## src/rtl/frac_mac_pkg.sv

```systemverilog
package frac_mac_pkg;
  typedef enum logic [2:0] {
    OP_NOP  = 3'd0,
    OP_MAC  = 3'd1,
    OP_MACR = 3'd2,
    OP_CLR  = 3'd3,
    OP_LOAD = 3'd4
  } mac_op_e;
endpackage

```

## src/rtl/frac_mult.sv

```systemverilog
module frac_mult #(
  parameter int IN_W = 16
) (
  input  logic signed [IN_W-1:0]   a_i,
  input  logic signed [IN_W-1:0]   b_i,
  output logic signed [2*IN_W-1:0] prod_o,
  output logic                     clip_o
);
  localparam int PROD_W = 2 * IN_W;
  localparam logic [IN_W-1:0]   IN_MIN   = {1'b1, {(IN_W-1){1'b0}}};
  localparam logic [PROD_W-1:0] PROD_MAX = {1'b0, {(PROD_W-1){1'b1}}};

  logic signed [PROD_W-1:0] full;

  always_comb begin
    full   = PROD_W'(a_i) * PROD_W'(b_i);
    clip_o = (a_i == IN_MIN) && (b_i == IN_MIN);
    prod_o = clip_o ? PROD_MAX : (full <<< 1);
  end

  // sign of a non-zero product follows the operand signs
  always_comb begin
    if (a_i != '0 && b_i != '0) begin
      assert_prod_sign_R2: assert (prod_o[PROD_W-1] == (a_i[IN_W-1] ^ b_i[IN_W-1]))
        else $error("product sign mismatch");
    end
  end
endmodule

```

## src/rtl/mac_round.sv

```systemverilog
module mac_round #(
  parameter int W    = 40,
  parameter int FRAC = 16
) (
  input  logic [W-1:0] val_i,
  input  logic         conv_i,
  output logic [W-1:0] val_o
);
  localparam logic [W-1:0] HALF = W'(1) << (FRAC - 1);

  logic [W-1:0] bias;
  logic [W-1:0] biased;

  always_comb begin
    if (conv_i) bias = (HALF - W'(1)) + {{(W-1){1'b0}}, val_i[FRAC]};
    else        bias = HALF;
    biased = val_i + bias;
    val_o  = {biased[W-1:FRAC], {FRAC{1'b0}}};
  end
endmodule

```

## src/rtl/mac_sat.sv

```systemverilog
module mac_sat #(
  parameter int W     = 40,
  parameter int SAT_W = 32
) (
  input  logic [W-1:0] val_i,
  input  logic         en_i,
  output logic [W-1:0] val_o,
  output logic         hit_o
);
  localparam int HI_W = W - SAT_W + 1;
  localparam logic [W-1:0] VMAX = {{HI_W{1'b0}}, {(SAT_W-1){1'b1}}};
  localparam logic [W-1:0] VMIN = {{HI_W{1'b1}}, {(SAT_W-1){1'b0}}};

  logic [HI_W-1:0] hi;
  logic            fits;

  always_comb begin
    hi    = val_i[W-1:SAT_W-1];
    fits  = (&hi) || !(|hi);
    hit_o = en_i && !fits;
    if (hit_o) val_o = val_i[W-1] ? VMIN : VMAX;
    else       val_o = val_i;
  end
endmodule

```

## src/rtl/frac_mac.sv

```systemverilog
module frac_mac
  import frac_mac_pkg::*;
#(
  parameter int IN_W  = 16,
  parameter int ACC_W = 40,
  parameter int SAT_W = 32
) (
  input  logic                    clk,
  input  logic                    rst_n,
  input  logic [2:0]              op,
  input  logic signed [IN_W-1:0]  src_a,
  input  logic signed [IN_W-1:0]  src_b,
  input  logic [ACC_W-1:0]        ld_data,
  input  logic                    rnd_conv,
  input  logic                    sat_en,
  output logic [ACC_W-1:0]        acc_out,
  output logic                    ovf_flag
);
  localparam int PROD_W = 2 * IN_W;
  localparam int EXT_W  = ACC_W - PROD_W;
  localparam int RND_F  = IN_W;

  logic [1:0] rst_sync_q;
  logic       rst_s_n;

  always_ff @(posedge clk or negedge rst_n) begin
    if (!rst_n) rst_sync_q <= 2'b00;
    else        rst_sync_q <= {rst_sync_q[0], 1'b1};
  end
  assign rst_s_n = rst_sync_q[1];

  mac_op_e op_e;
  assign op_e = mac_op_e'(op);

  logic signed [PROD_W-1:0] prod;
  logic                     prod_clip;
  logic [ACC_W-1:0]         acc_q, acc_d, prod_ext, sum, rnd_val, pre_sat, sat_val;
  logic                     ovf_q, ovf_d, sat_hit, acc_we;

  frac_mult #(.IN_W(IN_W)) u_mult (
    .a_i(src_a), .b_i(src_b), .prod_o(prod), .clip_o(prod_clip)
  );

  assign prod_ext = {{EXT_W{prod[PROD_W-1]}}, prod};
  assign sum      = acc_q + prod_ext;

  mac_round #(.W(ACC_W), .FRAC(RND_F)) u_rnd (
    .val_i(sum), .conv_i(rnd_conv), .val_o(rnd_val)
  );

  assign pre_sat = (op_e == OP_MACR) ? rnd_val : sum;

  mac_sat #(.W(ACC_W), .SAT_W(SAT_W)) u_sat (
    .val_i(pre_sat), .en_i(sat_en), .val_o(sat_val), .hit_o(sat_hit)
  );

  always_comb begin
    acc_d  = acc_q;
    ovf_d  = ovf_q;
    acc_we = 1'b0;
    case (op_e)
      OP_MAC, OP_MACR: begin
        acc_d  = sat_val;
        ovf_d  = ovf_q | sat_hit | prod_clip;
        acc_we = 1'b1;
      end
      OP_CLR: begin
        acc_d  = '0;
        ovf_d  = 1'b0;
        acc_we = 1'b1;
      end
      OP_LOAD: begin
        acc_d  = ld_data;
        acc_we = 1'b1;
      end
      default: ;
    endcase
  end

  always_ff @(posedge clk or negedge rst_s_n) begin
    if (!rst_s_n) begin
      acc_q <= '0;
      ovf_q <= 1'b0;
    end else if (acc_we) begin
      acc_q <= acc_d;
      ovf_q <= ovf_d;
    end
  end

  assign acc_out  = acc_q;
  assign ovf_flag = ovf_q;

  assert_clamp_range_R6: assert property (@(posedge clk) disable iff (!rst_s_n)
    ((op_e == OP_MAC || op_e == OP_MACR) && sat_en) |=>
      ((&acc_q[ACC_W-1:SAT_W-1]) || !(|acc_q[ACC_W-1:SAT_W-1])))
    else $error("clamped result out of range");

  assert_sticky_R8: assert property (@(posedge clk) disable iff (!rst_s_n)
    (ovf_q && op_e != OP_CLR) |=> ovf_q)
    else $error("overflow flag dropped");

  assert_clear_R8: assert property (@(posedge clk) disable iff (!rst_s_n)
    (op_e == OP_CLR) |=> (acc_q == '0 && !ovf_q))
    else $error("clear failed");

  assert_load_R9: assert property (@(posedge clk) disable iff (!rst_s_n)
    (op_e == OP_LOAD) |=> (acc_q == $past(ld_data) && ovf_q == $past(ovf_q)))
    else $error("load failed");

  assert_hold_R10: assert property (@(posedge clk) disable iff (!rst_s_n)
    (op == 3'd0 || op > 3'd4) |=> ($stable(acc_q) && $stable(ovf_q)))
    else $error("hold changed state");
endmodule

```

## config.mk

```make
export PLATFORM = sky130hd
export DESIGN_NAME = frac_mac
export DESIGN_NICKNAME = d
export VERILOG_FILES = /design/src/rtl/frac_mac_pkg.sv /design/src/rtl/frac_mult.sv /design/src/rtl/mac_round.sv /design/src/rtl/mac_sat.sv /design/src/rtl/frac_mac.sv
export SDC_FILE = /design/constraint.sdc
export NUM_CORES = 1
export LEC_CHECK = 0
export BUFFER_PORTS_ARGS = -buffer_cell sky130_fd_sc_hd__buf_2
export CAP_MARGIN = 15
export CORE_UTILIZATION = 40
export DETAILED_ROUTE_END_ITERATION = 8
export GPL_ROUTABILITY_DRIVEN = 0
export SLEW_MARGIN = 20
export SYNTH_ARGS = -nofsm -noshare
export SYNTH_HDL_FRONTEND = slang
export SYNTH_SLANG_ARGS = --single-unit
```

## constraint.sdc

```tcl
create_clock -name clk -period 2.28 [get_ports clk]
set_input_delay 0.456 -clock clk [delete_from_list [all_inputs] [get_ports clk]]
set_output_delay 0.456 -clock clk [all_outputs]
set_load 0.02 [all_outputs]
```

==> reports/results.ini, run 1 <==
[final_layout]
area_growth_pct = 35.0
layout-drive-gt1-share = 0.303
fin_area_mm2 = 0.0212
final_nets = 2837
fillers = 3526
diodes = 0
fin_cells = 2892

[placement]
post-place-ws_ns = -8.27
dpl_cell_area_mm2 = 0.0203
port_buffers = 119
place_inst = 2847
dpl.hpwl_um = 38900

[floorplan]
die_h_um = 200
die_w_um = 200
dieArea_mm2 = 0.0401
num_rows = 72
start_util = 0.406
coreArea_mm2 = 0.0386
boundaryPins = 120

[drt]
wire_per_inst_um = 16.1
postRouteAntennaNets = 0
drt_iter0_markers = 733
wirelength_um = 46600
vias = 15100
first_pass_iters = 5
vias_per_cell = 5.21
drcViolationCount = 0

[sta]
finalSetupViolCount = 41
skew_ns = 0.00504
fmax_mhz = 100
finalCritPeriodShare = 4.38
fin_setup_tns_ns = -313.85
worst_slack_ns = -7.71
rsz0062_at_grt = true
slew_headroom = 0.332
tightest_slew_ns = 0.995
post-route-min-period_ns = 9.99
final-hold-violation-count = 0
report.final.slew_viol_count = 0

[worst_setup_path]
slowest_stage = fa_1
crit_path_end_kind = flop
worst-setup-path-type = primary input to flop
critPathMaxStageDelay_ns = 0.57
crit_family = adder cells
arrival_ns = 10.18
startpoint_type = primary input
worstPathMaxFanout = 7
crit_required_ns = 2.46
path_common_cell = fa_1
cp.buffers_inverters = 5

[yosys]
syn_area_per_cell_um2 = 8.39
yosys_warnings = 0
ys_ff_latch = 43
netlist_instances = 1872
ys.flop_type = dfrtp_1
synth_top_area_share = 0.328
synth-edff-count = 0
async_flop_share = 1.00
synth_cell_type_count = 80
synth_seq_area_share = 0.0685
synth_area_leaders = fa_1, ha_1, inv_1
syn-cell-area_mm2 = 0.0157
yosys.cell_count.top_type = inv_1
syn_nets = 2336
yosysTopAreaCell = fa_1
synth_top_cells_by_count = inv_1, fa_1, nand2_1

[run_status]
violations = negative setup slack
status = finished, violations left

[global_routing]
track_usage = 0.231
grt_pass1_wl_um = 76100
antenna_found_initial = 0
overflow = 0
grt_pass1_vias = 15600
grt_max_degree = 73

[clocking]
htreeDepth = 2
cts_buffers = 5
root_buffer = clkbuf_16
clockBufferDepth = 2
path_clk_slew_ns = 0.07
cts.sinks = 43
clock_latency_ns = 0.30
cts_tree = built

[job]
max_cap_viol_count = 0

[hold_path]
hold_class = flop to flop

[final cells by class]
cell class	count	area, um^2	share of cell area
Clock buffer	6	129	0.00608
Clock inverter	2	37.5	0.00177
Inverter	300	1130	0.0535
Multi-Input combinational cell	1444	13800	0.652
Sequential cell	43	1080	0.0508
Tap cell	518	648	0.0306
Timing Repair Buffer	578	4350	0.205
Timing Repair inverter	1	6.26	0.000295
[metrics by stage]
| step | hold slack (ns) | util |
|---|---|---|
| after floorplan | 0.160 | - |
| after global placement | 0.243 | 0.524 |
| after detailed placement | 0.251 | 0.524 |
| after CTS | 0.368 | 0.538 |
| after global routing | 0.378 | 0.549 |
| final | 0.362 | 0.549 |
[cell families (layout without fill, tap and decap cells)]
logic type,after synthesis,in the layout,synth area share
simple gates,621,621,0.198
fa+ha+maj,386,386,0.430
buf+inv,385,887,0.0937
compound gates,324,324,0.144
xor+xnor,99,99,0.0557
flops,43,43,0.0685
mux,13,13,0.00916
other cells,1,1,0.000239
[worst paths after layout]
| kind | to | start | slack [ns] | depth (start not counted) |
|---|---|---|---|---|
| setup / recovery | acc_out[34] | src_a[5] | -7.71 | 39 |
| hold / removal | rst_sync_q[1] | rst_sync_q[0] | 0.36 | 0 |
| setup reg to reg | acc_out[34] | acc_out[0] | -4.20 | 27 |
| hold reg to reg | rst_sync_q[1] | rst_sync_q[0] | 0.36 | 0 |
| max in group asynchronous | acc_out[27] | rst_sync_q[1] | 1.28 | 0 |
| min in group asynchronous | acc_out[4] | rst_sync_q[1] | 0.42 | 0 |
[worst reg2reg max path, cell delays in order (launching register included)]
cell and delay, ns:
dfrtp_1 0.37, ha_1 0.17, inv_1 0.06, fa_1 0.41, nor2b_1 0.20, o31ai_2 0.14, a211oi_2 0.25, o21ai_1 0.15
a211oi_4 0.25, nand2b_4 0.23, inv_8 0.06, ha_4 0.27, a21o_1 0.11, a211o_1 0.14, a41oi_2 0.04, or4_4 0.55
a21oi_2 0.17, nand4_1 0.14, or4_4 0.48, a2111oi_4 0.31, nand4_4 0.16, a311oi_4 0.31, nand4_1 0.20, xnor2_2 0.22
buf_4 0.16, o211a_4 0.16, or3_1 0.35, a221o_1 0.31
[registers in the layout, indices dropped and copies added, names as in the netlist]
name	flops
rst_sync_q	2
acc_out	40
ovf_flag	1
[what timing repair did]
action	in CTS	in global routing
pin swaps	26	32
setup endpoints to repair	41	41
gates resized for setup	51	48
hold endpoints to repair	2	0
buffers inserted	20	11
hold buffers	1	0
gates cloned	3	5
[cell usage in the layout (no fill, tap or decap), types with 13 or more instances in the layout]
cell	synthesis	final
buf_4	0	432
inv_1	298	291
fa_1	257	253
nand2_1	234	232
and2_1	130	122
ha_1	128	117
buf_2	9	110
a21oi_1	81	71
xnor2_1	62	61
nor2_1	49	45
nand3_1	62	44
a21o_1	44	43
dfrtp_1	43	42
xor2_1	36	35
o21ai_0	38	29
nor3_1	31	29
a31oi_1	30	27
nand2b_1	21	20
and3_1	22	20
buf_6	2	18
nand4_1	17	17
nand3_2	0	16
o21bai_1	14	13
o211ai_1	13	13
[layer usage]
layer / track usage / vias up / wire length, um
li1: - / 7104 / -
met1: 0.289 / 7550 / 19300
met2: 0.422 / 318 / 24400
met3: 0.0158 / 86 / 1530
met4: 0.0692 / 0 / 1440
met5: 0 / - / 0
Power of run 1 is left out: the tool's default activity adds up to more than one toggle a clock period on the data nets, which glitch-free logic cannot reach.
==> run 2, diff against run 1 <==
--- a/config.mk
+++ b/config.mk
@@ -10,6 +10,7 @@
 export CORE_UTILIZATION = 40
 export DETAILED_ROUTE_END_ITERATION = 8
 export GPL_ROUTABILITY_DRIVEN = 0
+export PLACE_DENSITY_LB_ADDON = 0.08
 export SLEW_MARGIN = 20
 export SYNTH_ARGS = -nofsm -noshare
 export SYNTH_HDL_FRONTEND = slang
==> reports/results.ini, run 2 (synthesis gave the netlist of run 1 again) <==
[run_status]
status = finished, violations left
violations = negative setup slack

[drt]
first_pass_iters = 4
postRouteAntennaNets = 0
vias_per_cell = 5.09
wire_per_inst_um = 16.1
drt_iter0_markers = 610
vias = 14700
wirelength_um = 46500
drcViolationCount = 0

[global_routing]
gr-usage-met3 = 0.0176
grt_pass1_vias = 15500
antenna_found_initial = 0
overflow = 0
top_usage_layer = met2
gr-usage-met2 = 0.427
grt_max_degree = 73
use_met1 = 0.304
grt_pass1_wl_um = 77000
track_usage = 0.235

[final_layout]
layout_common_cells = buf_4, inv_1, fa_1
area_growth_pct = 35.1
layout-drive-gt1-share = 0.304
final_common_cell = buf_4
multi_input_area_mm2 = 0.0139
largest_reg_flops = 40
fillers = 3684
diodes = 0
regArea_mm2 = 0.00108
final_nets = 2837

[worst_setup_path]
crit_required_ns = 2.46
crit_path_end_kind = flop
worst-setup-path-type = primary input to flop
cp_num_cells = 47
arrival_ns = 10.12
rr_worst_depth = 27
slowest_stage = or4_4
startpoint_type = primary input
crit_family = adder cells
worstPathMaxFanout = 6
path_common_cell = fa_1
critPathMaxStageDelay_ns = 0.56
cp.buffers_inverters = 9

[sta]
final-hold-violation-count = 0
tightest_slew_ns = 1.01
finalSetupViolCount = 41
report.final.slew_viol_count = 0
finalCritPeriodShare = 4.36
fmax_mhz = 101
worst_slack_ns = -7.66
slew_headroom = 0.329
skew_ns = 0.00429
fin_setup_tns_ns = -311.49
rsz0062_at_grt = true
post-route-min-period_ns = 9.94

[clocking]
cts_tree = built
path_clk_slew_ns = 0.07
cts.sinks = 43
clock_latency_ns = 0.30
htreeDepth = 2
root_buffer = clkbuf_16
cts_buffers = 5
clockBufferDepth = 2

[floorplan]
num_rows = 72
start_util = 0.406
die_w_um = 200
coreArea_mm2 = 0.0386
die_h_um = 200
boundaryPins = 120
dieArea_mm2 = 0.0401

[placement]
dpl.hpwl_um = 39300
port_buffers = 119

[job]
max_cap_viol_count = 0

[hold_path]
hold_class = flop to flop
holdPathStages = 0

==> run 2: changes by cell type in the layout (fill, tap and decap cells not counted), sizes merged <==
cell / change
clkbuf: -3
clkinv: +1
bufinv: -1
buf: +3
==> run 2: worst paths after layout <==
path	slack [ns]	start	end
min in group asynchronous	0.43	rst_sync_q[1]	acc_out[36]
worst min-delay path	0.36	rst_sync_q[0]	rst_sync_q[1]
worst max register to register	-4.26	acc_out[1]	acc_out[1]
worst max-delay path	-7.66	src_a[2]	acc_out[1]
max in group asynchronous	1.21	rst_sync_q[1]	acc_out[15]
worst min register to register	0.36	rst_sync_q[0]	rst_sync_q[1]
==> run 2: area by class of cell <==
cell class | count | share of cell area
flip-flops and latches | 43 | 0.0508
inverters | 300 | 0.0534
clock buffers | 6 | 0.00607
well taps | 518 | 0.0306
multi-input cells | 1444 | 0.653
repair inverters | 1 | 0.000295
repair buffers | 578 | 0.205
clock inverters | 2 | 0.000590
==> run 2: stage by stage <==
step                hold slack, ns  cells  utilization  worst slack (ns)  instance area (um^2)
finish                       0.361   2892        0.549             -7.66                 21200
global route                 0.366   2892        0.549             -8.11                 21200
CTS                          0.363   2884        0.542             -7.61                 20900
detailed placement           0.250   2852        0.526             -8.19                 20300
global placement             0.244   2852        0.526             -8.06                 20300
floorplan                    0.160   1872            -             -7.77                 16200
==> run 2: worst reg2reg max path, stage by stage (launching register included) <==
cell	delay, ns
dfrtp_1	0.42
ha_1	0.33
a211oi_1	0.34
o21ai_1	0.18
a211oi_1	0.23
nor2b_1	0.09
o21ai_0	0.17
nand2b_1	0.11
a31o_2	0.25
a21oi_1	0.16
xnor2_1	0.16
ha_1	0.34
nand4_1	0.11
or4_4	0.55
a21oi_4	0.14
nand4_1	0.15
or4_4	0.49
a2111oi_4	0.29
nand4_4	0.16
a311oi_4	0.33
buf_4	0.17
and3_4	0.22
xor2_4	0.08
o211ai_1	0.19
buf_4	0.22
buf_12	0.14
o211ai_1	0.10
a221o_1	0.32
==> run 2: repair_timing <==
action,CTS,global route
gates resized for setup,60,33
gates cloned,3,2
setup buffers,20,6
endpoints found under the hold margin,2,0
pin swaps,17,34
hold buffers,1,0
setup endpoints to repair,41,41
==> run 2: per-layer routing <==
layer | wire length, um | vias to the layer above
met5 | 0 | -
met4 | 1030 | 0
met3 | 1110 | 64
met2 | 24200 | 200
met1 | 20100 | 7325
li1 | - | 7122
Power of run 2 is left out for the same reason.
==> run 3, diff against run 2 <==
--- a/config.mk
+++ b/config.mk
@@ -5,11 +5,13 @@
 export SDC_FILE = /design/constraint.sdc
 export NUM_CORES = 1
 export LEC_CHECK = 0
+export ABC_AREA = 0
 export BUFFER_PORTS_ARGS = -buffer_cell sky130_fd_sc_hd__buf_2
 export CAP_MARGIN = 15
-export CORE_UTILIZATION = 40
+export CORE_UTILIZATION = 41
 export DETAILED_ROUTE_END_ITERATION = 8
 export GPL_ROUTABILITY_DRIVEN = 0
+export MAX_ROUTING_LAYER = met4
 export PLACE_DENSITY_LB_ADDON = 0.08
 export SLEW_MARGIN = 20
 export SYNTH_ARGS = -nofsm -noshare
==> reports/results.ini, run 3 (synthesis gave the netlist of run 1 again) <==
[floorplan]
dieArea_mm2 = 0.0391
boundaryPins = 120
die_w_um = 198
die_h_um = 198
num_rows = 71
coreArea_mm2 = 0.0377
start_util = 0.417

[drt]
first_pass_iters = 5
wirelength_um = 45900
drcViolationCount = 0
wire_per_inst_um = 16.0
postRouteAntennaNets = 0
vias_per_cell = 5.11
vias = 14700
drt_iter0_markers = 622

[run_status]
status = finished, violations left
violations = negative setup slack

[clocking]
clockBufferDepth = 2
cts_tree = built
path_clk_slew_ns = 0.07
cts_buffers = 5
htreeDepth = 2
root_buffer = clkbuf_16
clock_latency_ns = 0.30
cts.sinks = 43

[global_routing]
grt_max_degree = 73
overflow = 0
track_usage = 0.249
antenna_found_initial = 0
grt_pass1_wl_um = 75400
grt_pass1_vias = 15100

[final_layout]
fin_cells = 2873
layout_common_cells = buf_4, inv_1, fa_1
layout-drive-gt1-share = 0.299
fillers = 3583
multi_input_area_mm2 = 0.0138
diodes = 0
regArea_mm2 = 0.00108
final_nets = 2825
area_growth_pct = 33.8
largest_reg_flops = 40
final_common_cell = buf_4

[sta]
final-hold-violation-count = 0
tightest_slew_ns = 1.02
skew_ns = 0.00711
post-route-min-period_ns = 9.97
finalSetupViolCount = 41
rsz0062_at_grt = true
fmax_mhz = 100
worst_slack_ns = -7.69
report.final.slew_viol_count = 0
slew_headroom = 0.318
finalCritPeriodShare = 4.37
hold_slack_ns = 0.365

[placement]
port_buffers = 119
dpl.hpwl_um = 39200
place_inst = 2839

[worst_setup_path]
path_common_cell = fa_1
arrival_ns = 10.16
crit_required_ns = 2.47
crit_path_end_kind = flop
worst-setup-path-type = primary input to flop
cp.buffers_inverters = 9
startpoint_type = primary input
crit_family = adder cells
critPathMaxStageDelay_ns = 0.57
worstPathMaxFanout = 7
slowest_stage = fa_1

[hold_path]
hold_class = flop to flop

[job]
max_cap_viol_count = 0

run 3: routing by layer:
layer  track usage  vias to the layer above  part of all wire
li1              -                     7089                 -
met2         0.431                      202              0.52
met5             -                        -                 0
met1         0.318                     7319              0.43
met4        0.0568                        0             0.024
met3        0.0157                       59             0.024
run 3: final cells by class:
cell class,count,area share
clock buffers,5,0.00595
clock inverters,3,0.000952
inverters,300,0.0539
multi-input cells,1444,0.657
flip-flops and latches,43,0.0513
well taps,511,0.0304
repair buffers,566,0.200
repair inverters,1,0.000298
run 3: worst paths after layout:
check	startpoint	endpoint	slack, ns	cells past startpoint
max	src_a[5]	acc_out[1]	-7.69	43
min	rst_sync_q[0]	rst_sync_q[1]	0.36	0
max reg2reg	acc_out[1]	acc_out[1]	-4.22	28
min reg2reg	rst_sync_q[0]	rst_sync_q[1]	0.36	0
max in group asynchronous	rst_sync_q[1]	acc_out[20]	1.20	0
min in group asynchronous	rst_sync_q[1]	acc_out[9]	0.44	0
run 3: metrics by stage:
stage               instance area, um^2  TNS [ns]  setup slack (ns)  utilization
finish                            21000   -312.81             -7.69        0.558
global route                      21000   -329.26             -8.09        0.558
CTS                               20800   -312.73             -7.67        0.551
detailed placement                20300   -334.49             -8.30        0.538
global placement                  20300   -330.08             -8.11        0.538
floorplan                         16200   -314.78             -7.77            -
run 3: what timing repair did:
action | in CTS | in global routing
hold endpoints to repair | 2 | 0
hold buffers | 1 | 0
pin swaps | 9 | 21
gates resized for setup | 55 | 29
gates cloned | 1 | 5
setup endpoints to repair | 41 | 41
setup buffers | 13 | 8
Power of run 3 is left out for the same reason.
